==> src/rtl/cursor_pkg.sv <==
package cursor_pkg;

    localparam int SPR_DIM       = 16;
    localparam int PIX_BITS      = 4;
    localparam int WORD_BITS     = 16;
    localparam int PIX_PER_WORD  = WORD_BITS / PIX_BITS;
    localparam int WORDS_PER_ROW = SPR_DIM / PIX_PER_WORD;
    localparam int ROW_BITS      = SPR_DIM * PIX_BITS;
    localparam int ROW_IDX_W     = $clog2(SPR_DIM);
    localparam int WORD_IDX_W    = $clog2(WORDS_PER_ROW);
    localparam int FETCH_ADDR_W  = ROW_IDX_W + WORD_IDX_W;

    typedef enum logic {
        FETCH_IDLE,
        FETCH_BUSY
    } fetch_state_e;

    typedef struct packed {
        logic opaque;
        logic red;
        logic green;
        logic blue;
    } spr_pix_t;

    typedef logic [ROW_BITS-1:0] row_t;

    // Leftmost pixel sits in the most significant nibble of the row.
    function automatic spr_pix_t pick_pixel(row_t row, logic [ROW_IDX_W-1:0] col);
        return spr_pix_t'(row[ROW_BITS-1-int'(col)*PIX_BITS -: PIX_BITS]);
    endfunction

endpackage

==> src/rtl/cursor_pos.sv <==
module cursor_pos #(
    parameter int CNT_W = 11
) (
    input  logic             clk,
    input  logic             rst,
    input  logic             pos_we,
    input  logic [CNT_W-1:0] wr_x,
    input  logic [CNT_W-1:0] wr_y,
    input  logic             vblank,
    output logic [CNT_W-1:0] cur_x,
    output logic [CNT_W-1:0] cur_y
);

    logic [CNT_W-1:0] pend_x;
    logic [CNT_W-1:0] pend_y;
    logic             vb_q;
    logic             frame_edge;

    assign frame_edge = vblank && !vb_q;

    always_ff @(posedge clk) begin
        if (rst) begin
            pend_x <= '0;
            pend_y <= '0;
            cur_x  <= '0;
            cur_y  <= '0;
            vb_q   <= 1'b0;
        end else begin
            vb_q <= vblank;
            if (pos_we) begin
                pend_x <= wr_x;
                pend_y <= wr_y;
            end
            if (frame_edge) begin
                cur_x <= pend_x;
                cur_y <= pend_y;
            end
        end
    end

endmodule

==> src/rtl/cursor_fetch.sv <==
module cursor_fetch
    import cursor_pkg::*;
#(
    parameter int CNT_W   = 11,
    parameter int V_TOTAL = 525
) (
    input  logic                    clk,
    input  logic                    rst,
    input  logic                    hblank,
    input  logic [CNT_W-1:0]        vcnt,
    input  logic [CNT_W-1:0]        top_y,
    output logic                    fetch_req,
    output logic [FETCH_ADDR_W-1:0] fetch_addr,
    input  logic                    fetch_ack,
    input  logic [WORD_BITS-1:0]    fetch_data,
    output row_t                    row_bits,
    output logic                    row_live
);

    localparam logic [CNT_W-1:0]      LAST_LINE = CNT_W'(V_TOTAL - 1);
    localparam logic [WORD_IDX_W-1:0] LAST_WORD = WORD_IDX_W'(WORDS_PER_ROW - 1);

    fetch_state_e          state;
    logic                  hb_q;
    logic [ROW_IDX_W-1:0]  row_idx;
    logic [WORD_IDX_W-1:0] widx;
    logic [CNT_W-1:0]      next_line;
    logic [CNT_W-1:0]      rel_row;
    logic                  in_rows;
    logic                  line_edge;
    logic                  take_word;

    assign next_line = (vcnt == LAST_LINE) ? '0 : vcnt + 1'b1;
    assign rel_row   = next_line - top_y;
    assign in_rows   = (next_line >= top_y) && (rel_row < CNT_W'(SPR_DIM));
    assign line_edge = hblank && !hb_q;
    assign take_word = (state == FETCH_BUSY) && fetch_ack;

    always_ff @(posedge clk) begin
        if (rst) begin
            state    <= FETCH_IDLE;
            hb_q     <= 1'b0;
            row_live <= 1'b0;
            row_idx  <= '0;
            widx     <= '0;
        end else begin
            hb_q <= hblank;
            case (state)
                FETCH_IDLE: begin
                    if (line_edge) begin
                        row_live <= in_rows;
                        if (in_rows) begin
                            state   <= FETCH_BUSY;
                            row_idx <= rel_row[ROW_IDX_W-1:0];
                            widx    <= '0;
                        end
                    end
                end
                FETCH_BUSY: begin
                    if (fetch_ack) begin
                        widx <= widx + 1'b1;
                        if (widx == LAST_WORD) begin
                            state <= FETCH_IDLE;
                        end
                    end
                end
                default: state <= FETCH_IDLE;
            endcase
        end
    end

    assign fetch_req  = (state == FETCH_BUSY);
    assign fetch_addr = {row_idx, widx};

    for (genvar i = 0; i < WORDS_PER_ROW; i++) begin : g_word
        logic [WORD_BITS-1:0] word_q;
        always_ff @(posedge clk) begin
            if (rst) begin
                word_q <= '0;
            end else if (take_word && (widx == WORD_IDX_W'(i))) begin
                word_q <= fetch_data;
            end
        end
        assign row_bits[ROW_BITS-1-i*WORD_BITS -: WORD_BITS] = word_q;
    end

endmodule

==> src/rtl/cursor_mix.sv <==
module cursor_mix
    import cursor_pkg::*;
#(
    parameter int CNT_W = 11,
    parameter int COL_W = 8
) (
    input  logic               clk,
    input  logic               rst,
    input  logic [CNT_W-1:0]   hcnt,
    input  logic               hblank,
    input  logic               vblank,
    input  logic [3*COL_W-1:0] bg_rgb,
    input  logic [CNT_W-1:0]   left_x,
    input  row_t               row_bits,
    input  logic               row_live,
    output logic [3*COL_W-1:0] pix_rgb
);

    logic [CNT_W-1:0]   dx;
    logic               in_box;
    spr_pix_t           px;
    logic [3*COL_W-1:0] spr_rgb;
    logic [3*COL_W-1:0] mix_rgb;

    assign dx     = hcnt - left_x;
    assign in_box = row_live && !hblank && !vblank &&
                    (hcnt >= left_x) && (dx < CNT_W'(SPR_DIM));
    assign px     = pick_pixel(row_bits, dx[ROW_IDX_W-1:0]);
    assign spr_rgb = {{COL_W{px.red}}, {COL_W{px.green}}, {COL_W{px.blue}}};

    always_comb begin
        mix_rgb = bg_rgb;
        if (in_box && px.opaque) begin
            mix_rgb = spr_rgb;
        end
    end

    always_ff @(posedge clk) begin
        if (rst) begin
            pix_rgb <= '0;
        end else begin
            pix_rgb <= mix_rgb;
        end
    end

endmodule

==> src/rtl/cursor_overlay.sv <==
module cursor_overlay
    import cursor_pkg::*;
#(
    parameter int CNT_W   = 11,
    parameter int COL_W   = 8,
    parameter int V_TOTAL = 525
) (
    input  logic                    clk,
    input  logic                    rst,
    input  logic                    pos_we,
    input  logic [CNT_W-1:0]        pos_x_in,
    input  logic [CNT_W-1:0]        pos_y_in,
    input  logic [CNT_W-1:0]        hcnt,
    input  logic [CNT_W-1:0]        vcnt,
    input  logic                    hblank,
    input  logic                    vblank,
    input  logic [3*COL_W-1:0]      bg_rgb,
    output logic                    fetch_req,
    output logic [FETCH_ADDR_W-1:0] fetch_addr,
    input  logic                    fetch_ack,
    input  logic [WORD_BITS-1:0]    fetch_data,
    output logic [3*COL_W-1:0]      pix_rgb
);

    logic [CNT_W-1:0] act_x;
    logic [CNT_W-1:0] act_y;
    row_t             row_bits;
    logic             row_live;

    cursor_pos #(.CNT_W(CNT_W)) u_pos (
        .clk    (clk),
        .rst    (rst),
        .pos_we (pos_we),
        .wr_x   (pos_x_in),
        .wr_y   (pos_y_in),
        .vblank (vblank),
        .cur_x  (act_x),
        .cur_y  (act_y)
    );

    cursor_fetch #(.CNT_W(CNT_W), .V_TOTAL(V_TOTAL)) u_fetch (
        .clk        (clk),
        .rst        (rst),
        .hblank     (hblank),
        .vcnt       (vcnt),
        .top_y      (act_y),
        .fetch_req  (fetch_req),
        .fetch_addr (fetch_addr),
        .fetch_ack  (fetch_ack),
        .fetch_data (fetch_data),
        .row_bits   (row_bits),
        .row_live   (row_live)
    );

    cursor_mix #(.CNT_W(CNT_W), .COL_W(COL_W)) u_mix (
        .clk      (clk),
        .rst      (rst),
        .hcnt     (hcnt),
        .hblank   (hblank),
        .vblank   (vblank),
        .bg_rgb   (bg_rgb),
        .left_x   (act_x),
        .row_bits (row_bits),
        .row_live (row_live),
        .pix_rgb  (pix_rgb)
    );

endmodule

==> config.mk <==
export PLATFORM = sky130hd
export DESIGN_NAME = cursor_overlay
export DESIGN_NICKNAME = d
export VERILOG_FILES = /design/src/rtl/cursor_pkg.sv /design/src/rtl/cursor_pos.sv /design/src/rtl/cursor_fetch.sv /design/src/rtl/cursor_mix.sv /design/src/rtl/cursor_overlay.sv
export SDC_FILE = /design/constraint.sdc
export NUM_CORES = 1
export LEC_CHECK = 0
export BUFFER_PORTS_ARGS = -buffer_cell sky130_fd_sc_hd__buf_4
export CORE_AREA = 2 2 117 119
export CTS_BUF_LIST = sky130_fd_sc_hd__clkbuf_16
export CTS_CLUSTER_SIZE = 16
export DETAILED_ROUTE_END_ITERATION = 8
export DIE_AREA = 0 0 119 121
export GPL_TIMING_DRIVEN = 1
export PLACE_DENSITY = 0.87
export SYNTH_ARGS = -nofsm -noshare
export SYNTH_HDL_FRONTEND = slang
export SYNTH_HIERARCHICAL = 1
export SYNTH_SLANG_ARGS = --single-unit
==> constraint.sdc <==
create_clock -name clk -period 4 [get_ports clk]
set_input_delay 0 -clock clk [delete_from_list [all_inputs] [get_ports clk]]
set_output_delay 0 -clock clk [all_outputs]
set_load 0.01 [all_outputs]
Word level (Yosys, flattened, before mapping)
Cells that the tools add are included.
{"block": "totals", "elab_cells": 65, "reg_bits": 142, "input_bits": 90, "output_inout_bits": 31}
{"block": "classes", "addsub": 5, "n_bitwise": 1, "n_lt_le_gt_ge": 4, "n_mux": 11, "reduce_logical": 21, "n_eq_ne": 7, "shift": 1}
{"cell": "variable part select 67 x 32 -> 4 bit", "n": 1}
{"cell": "2-to-1 mux 24 bit", "n": 1}
{"cell": "greater-or-equal comparator 11 bit", "n": 2}
{"cell": "< comparator 11 x 5 -> 1 bit, second input constant", "n": 2}
{"cell": "subtractor 11 bit", "n": 2}
{"cell": "logical AND 1 bit", "n": 13}
{"cell": "adder 11 x 1 -> 11 bit, second input constant", "n": 1}
{"cell": "equality test 11 x 10 -> 1 bit, second input constant", "n": 1}
{"cell": "2-to-1 mux 11 bit", "n": 1}
{"cell": "subtractor 6 x 6 -> 7 bit, first input constant", "n": 1}
{"cell": "2-to-1 mux 2 bit", "n": 3}
{"cell": "AND reduction 3 bit", "n": 2}
{"cell": "equality test 2 bit, second input constant", "n": 2}
{"cell": "zero test 1 bit", "n": 4}
{"cell": "2-to-1 mux 1 bit", "n": 4}
{"cell": "inequality test 2 x 1 -> 1 bit, second input constant", "n": 2}
{"cell": "one-hot mux 2 bit (2 select lines)", "n": 1}
{"cell": "adder 2 x 1 -> 2 bit, second input constant", "n": 1}
{"cell": "equality test 2 x 1 -> 1 bit, second input constant", "n": 1}
{"cell": "zero test 2 bit", "n": 1}
{"cell": "inequality test 2 bit, second input constant", "n": 1}
{"cell": "one-hot mux 1 bit (2 select lines)", "n": 1}
{"cell": "AND reduction 2 bit", "n": 1}
{"cell": "inverter 1 bit", "n": 1}

Longest topological paths before layout
{"block": "logic_depth", "word_depth": 8, "ltp_mapped": 14, "depth_no_buf": 14}

Modules after synthesis
Netlist, hierarchy kept.
{"module": "cursor_fetch", "seq_area_each_um2": 1461.4, "area_each_um2": 3467.1, "instances": 1, "cells_per_inst": 454}
{"module": "cursor_mix", "seq_area_each_um2": 480.5, "area_each_um2": 2008.2, "instances": 1, "cells_per_inst": 208}
{"module": "cursor_pos", "seq_area_each_um2": 900.9, "area_each_um2": 1916.8, "instances": 1, "cells_per_inst": 173}

Worst setup path after synthesis
Ideal clock, no wire load.
{"block": "synth_path", "path_kind": "input-to-reg", "from": "input vcnt[3]", "to": "register u_fetch.row_idx[0]", "slack_ps": 1201, "required_ps": 3930, "t_arrival_ps": 2728, "stages": 14, "n_path_buf": 0, "cell_sequence": "and2_1 -> and3_1 -> and3_1 -> nand4_1 -> xor2_1 -> nor2_1 -> ha_1 -> a21oi_1 -> a21oi_1 -> or4_4 -> a211oi_2 -> nand4_2 -> or3_1 -> a21oi_1"}
{"block": "synth_between", "elab_chain_cells": 6, "word_cells_on_any_way": 8, "cone_classes": "add/sub (2); order compare (2); eq/ne (1); mux (1); reduce/logical (2)"}
{"element": "start, declared", "line_no": "cursor_overlay.sv:14", "text": "input logic [CNT_W-1:0] vcnt,"}
{"element": "adder 11 x 1 -> 11 bit / equality test 11 x 10 -> 1 bit (equally long branches)", "line_no": "cursor_fetch.sv:33", "text": "assign next_line = (vcnt == LAST_LINE) ? '0 : vcnt + 1'b1;"}
{"element": "2-to-1 mux 11 bit *", "line_no": "cursor_fetch.sv:33"}
{"element": "subtractor 11 bit", "line_no": "cursor_fetch.sv:34", "text": "assign rel_row = next_line - top_y;"}
{"element": "< comparator 11 x 5 -> 1 bit", "line_no": "cursor_fetch.sv:35", "text": "assign in_rows = (next_line >= top_y) && (rel_row < CNT_W'(SPR_DIM));"}
{"element": "logical AND 1 bit", "line_no": "cursor_fetch.sv:35"}
{"element": "AND reduction 3 bit (no line)"}
{"element": "end signal, assigned", "line_no": "cursor_fetch.sv:54", "text": "row_idx <= rel_row[ROW_IDX_W-1:0];"}
{"element": "end, declared", "line_no": "cursor_fetch.sv:25", "text": "logic [ROW_IDX_W-1:0] row_idx;"}
Every way passes the cells marked *; elsewhere a longest branch is shown, timed or not.
A chain may end at the register's enable or synchronous reset.

Final worst setup path
{"block": "layout_path", "from": "register u_pos.cur_x[0]", "to": "register u_mix.pix_rgb[23]"}
{"block": "layout_between", "elab_chain_cells": 5, "word_cells_on_any_way": 9, "cone_classes": "add/sub (2); order compare (2); shift (1); mux (1); reduce/logical (3)"}
{"element": "start, declared", "line_no": "cursor_pos.sv:10", "text": "output logic [CNT_W-1:0] cur_x,"}
{"element": "start signal, assigned", "line_no": "cursor_pos.sv:35", "text": "cur_x <= pend_x;"}
{"element": "subtractor 11 bit / greater-or-equal comparator 11 bit (equally long branches)", "line_no": "cursor_mix.sv:25, cursor_mix.sv:27"}
{"element": "subtractor 6 x 6 -> 7 bit, or another cell as far along", "line_no": "cursor_pkg.sv:29", "text": "return spr_pix_t'(row[ROW_BITS-1-int'(col)*PIX_BITS -: PIX_BITS]);"}
{"element": "variable part select 67 x 32 -> 4 bit / logical AND 1 bit (equally long branches)", "line_no": "cursor_pkg.sv:29, cursor_mix.sv:27"}
{"element": "logical AND 1 bit", "line_no": "cursor_mix.sv:33", "text": "if (in_box && px.opaque) begin"}
{"element": "2-to-1 mux 24 bit *", "line_no": "cursor_mix.sv:33"}
{"element": "end signal, assigned", "line_no": "cursor_mix.sv:42", "text": "pix_rgb <= mix_rgb;"}
{"element": "end, declared", "line_no": "cursor_mix.sv:16", "text": "output logic [3*COL_W-1:0] pix_rgb"}
Marked as above.

==> metrics.cfg <==
[cts]
root_buffer=clkbuf_16
htreeDepth=4
cts_tree=done
clock_latency_ns=0.43
clockBufferDepth=2
cts_num_sinks=142
cts_buffers=17
clkTransAtPathRegs_ns=0.06

[power_and_ir_drop]
p_leak_nw=3.929
vdd_ir_drop_max_mv=0.4221
power_frac_comb_pct=14.6
p_switching_w=0.0009676
p_int_w=0.002713
clockPowerShare_pct=45.5
p_sw_share_pct=26.29
seqPwrFrac_pct=39.9
pwr_density_cell_nw_per_um2=385.8

[drt]
vias=6665
drc=0
routedWlPerCell_um=16.61
first_iter_violations=540
viasPerCell=5.629
ant_nets=0
wl_um=19660
first_pass_iters=4

[yosys]
synth_top_family_by_area=simple AND/OR/NAND/NOR gates
synth_compound_area_share_pct=16.33
synth-seq-cells=142
synth_edf_count=0
synth_xor_area_share_pct=2.014
synth_adder_area_share_pct=5.281
synth_area_um2=7392
synthSimpleGateAreaFrac_pct=21.92
synth-seq-area-share_pct=38.46
synth_area_leaders=dfxtp_1 38%, nand2_1 7.3%, a21oi_1 5.8%
synth_top_area_share_pct=38.46
synth_cell_types=72
post-synth-top-area-cell=dfxtp_1
synthCells=835
async_flop_share_pct=0
syn_nets=955
syn_avg_cell_area_um2=8.853
yosys_warnings=6
synth_ff_type=dfxtp_1
synthMuxAreaShare_pct=9.259

[timing]
rsz0062_at_grt=no
slew-limit-headroom_pct=47.58
setup_viol=0
finalSetupTns_ns=0
hold_violations=0
setup_ws_ns=0.7235
fmax_mhz=305.2
drv_slew=0
max_slew.worst_pin.slew_ns=0.7864
fin_crit_ns=3.277
hold_ws_ns=0.06911
post-route-period-util_pct=81.91
fin_skew_ns=0.008856

[flow_run]
max_cap_violations=0

[layout]
area_growth_syn_to_layout_pct=29.06
final_common_cell=nand2_1
layout_common_cells=144 x nand2_1, 142 x dfxtp_1, 123 x buf_4
post_route_cells_drive_above_1_share_pct=21.65
final_nets=1114
instances_no_fill=1184
post-route-cell-area_um2=9540

[critical_path]
critical_path_required_ns=4.34
cpPeakStageDelay_ns=0.86
cp_slowest_cell=fa_1
arrival_ns=3.62
r2r-start=u_pos/cur_x[0]$_SDFFE_PP0P_
crit_type=reg2reg
startpoint=u_pos/cur_x[0]$_SDFFE_PP0P_
worstSetupStartpointType=flop
cp_max_fo=24
endpoint_kind=flop
crit_top_cell=mux2i_1
path_cells=ha_1, inv_1, fa_1, mux4_2, mux2i_1, mux2i_1, nor2b_2, a41o_1, o21ai_0

[global_route]
grt.total_usage_pct=27.12
antenna_found_initial=0
grt_max_degree=90
gr-total-overflow=0
grt_pass1_vias=6578
grt_pass1_wl_um=31060

[die]
rows=42
dieArea_um2=14400
core_um2=13090
io_pins=121
initial_core_util_pct=56.49
die_h_um=121
die_w_um=119

[placement]
dpl_cell_area_um2=8263
hpwl_um=12700
place_ws_ns=0.7299
place_congestion=0.9344
port_buffers=120
dp_cells=1086

[min_path]
hp-class=in2reg
hold_start=pos_we

[run_status]
status=completed

## cell families after synthesis
logic type,count (synthesis)
fa+ha+maj,30
simple gates,301
compound gates,192
xor+xnor,14
mux,48
flops,142
buf+inv,108
## stage by stage
stage          utilization, %  total power, W
6_report                72.91        0.003681
5_1_grt                 72.89        0.003810
4_1_cts                 72.89        0.003686
3_5_place_dp            63.15        0.001970
3_3_place_gp            63.15        0.001960
2_1_floorplan               -        0.001807
## layout make-up
cell class | instances | area (um^2)
clock buffers | 17 | 425.4
flip-flops and latches | 142 | 2843
clock inverters | 15 | 198.9
multi-input cells | 585 | 4051
repair buffers | 188 | 1574
well taps | 176 | 220.2
diodes | 1 | 2.502
fillers | 907 | 3545
inverters | 60 | 225.2
## cells in the mapped netlist (9+ instances only)
cell / count
buf_6: 11
nand2b_1: 23
o21ai_2: 20
and3_1: 11
nand3_1: 13
o21a_1: 10
clkbuf_1: 30
xnor2_1: 9
mux4_2: 16
inv_1: 60
nor2_1: 40
o21ai_0: 37
ha_1: 28
nand2_1: 144
dfxtp_1: 142
a21oi_1: 85
nand4bb_1: 22
nand4_1: 9
mux2i_1: 29
## worst max-delay path: cells and delay by family (launching register included)
| kind | cells | cell delay [ns] |
|---|---|---|
| multiplexers | 3 | 0.83 |
| AO/OA/AOI/OAI | 2 | 0.77 |
| flip-flops | 1 | 0.33 |
| buffers and inverters | 1 | 0.05 |
| adder cells (fa/ha/maj) | 2 | 1.02 |
| AND/OR/NAND/NOR | 1 | 0.18 |
## flip-flops by register name (all words and copies together) (netlist names)
name and count:
u_fetch/fetch_req 1, u_fetch/g_word.word_q 64, u_fetch/hb_q 1, u_fetch/row_idx 4
u_fetch/row_live 1, u_fetch/widx 2, u_mix/pix_rgb 24, u_pos/cur_x 11
u_pos/cur_y 11, u_pos/pend_x 11, u_pos/pend_y 11, u_pos/vb_q 1
## repair_timing
| action | CTS | global route |
|---|---|---|
| hold buffers | 65 | 0 |
| gates resized for setup | 0 | 0 |
| endpoints found under the hold margin | 116 | 0 |
| buffers inserted | 0 | 0 |
## final timing paths
check | cells after the start | to | slack (ns)
min reg2reg | 2 | u_fetch/g_word[0].word_q[6]$_SDFFE_PP0P_ | 0.45
max | 9 | u_mix/pix_rgb[23]$_SDFF_PP0_ | 0.72
min | 3 | u_pos/pend_x[4]$_SDFFE_PP0P_ | 0.07
max reg2reg | 9 | u_mix/pix_rgb[23]$_SDFF_PP0_ | 0.72
## layer usage
layer  wire (um)  global-route usage [%]  part of all wire, %
met4         448                   10.71                  2.3
met3        1147                   6.673                  5.8
met1        8063                   31.14                   41
met5           0                       0                    0
met2       10000                   48.49                   51
## power groups by stage
stage	sequential [W]	combinational, W	clock (W)
2_1_floorplan	0.00150	0.000309	0
3_3_place_gp	0.00150	0.000464	0
3_5_place_dp	0.00150	0.000472	0
4_1_cts	0.00147	0.000527	0.00169
6_report	0.00147	0.000537	0.00168
5_1_grt	0.00147	0.000581	0.00176
Power figures use the tool's default switching activity.
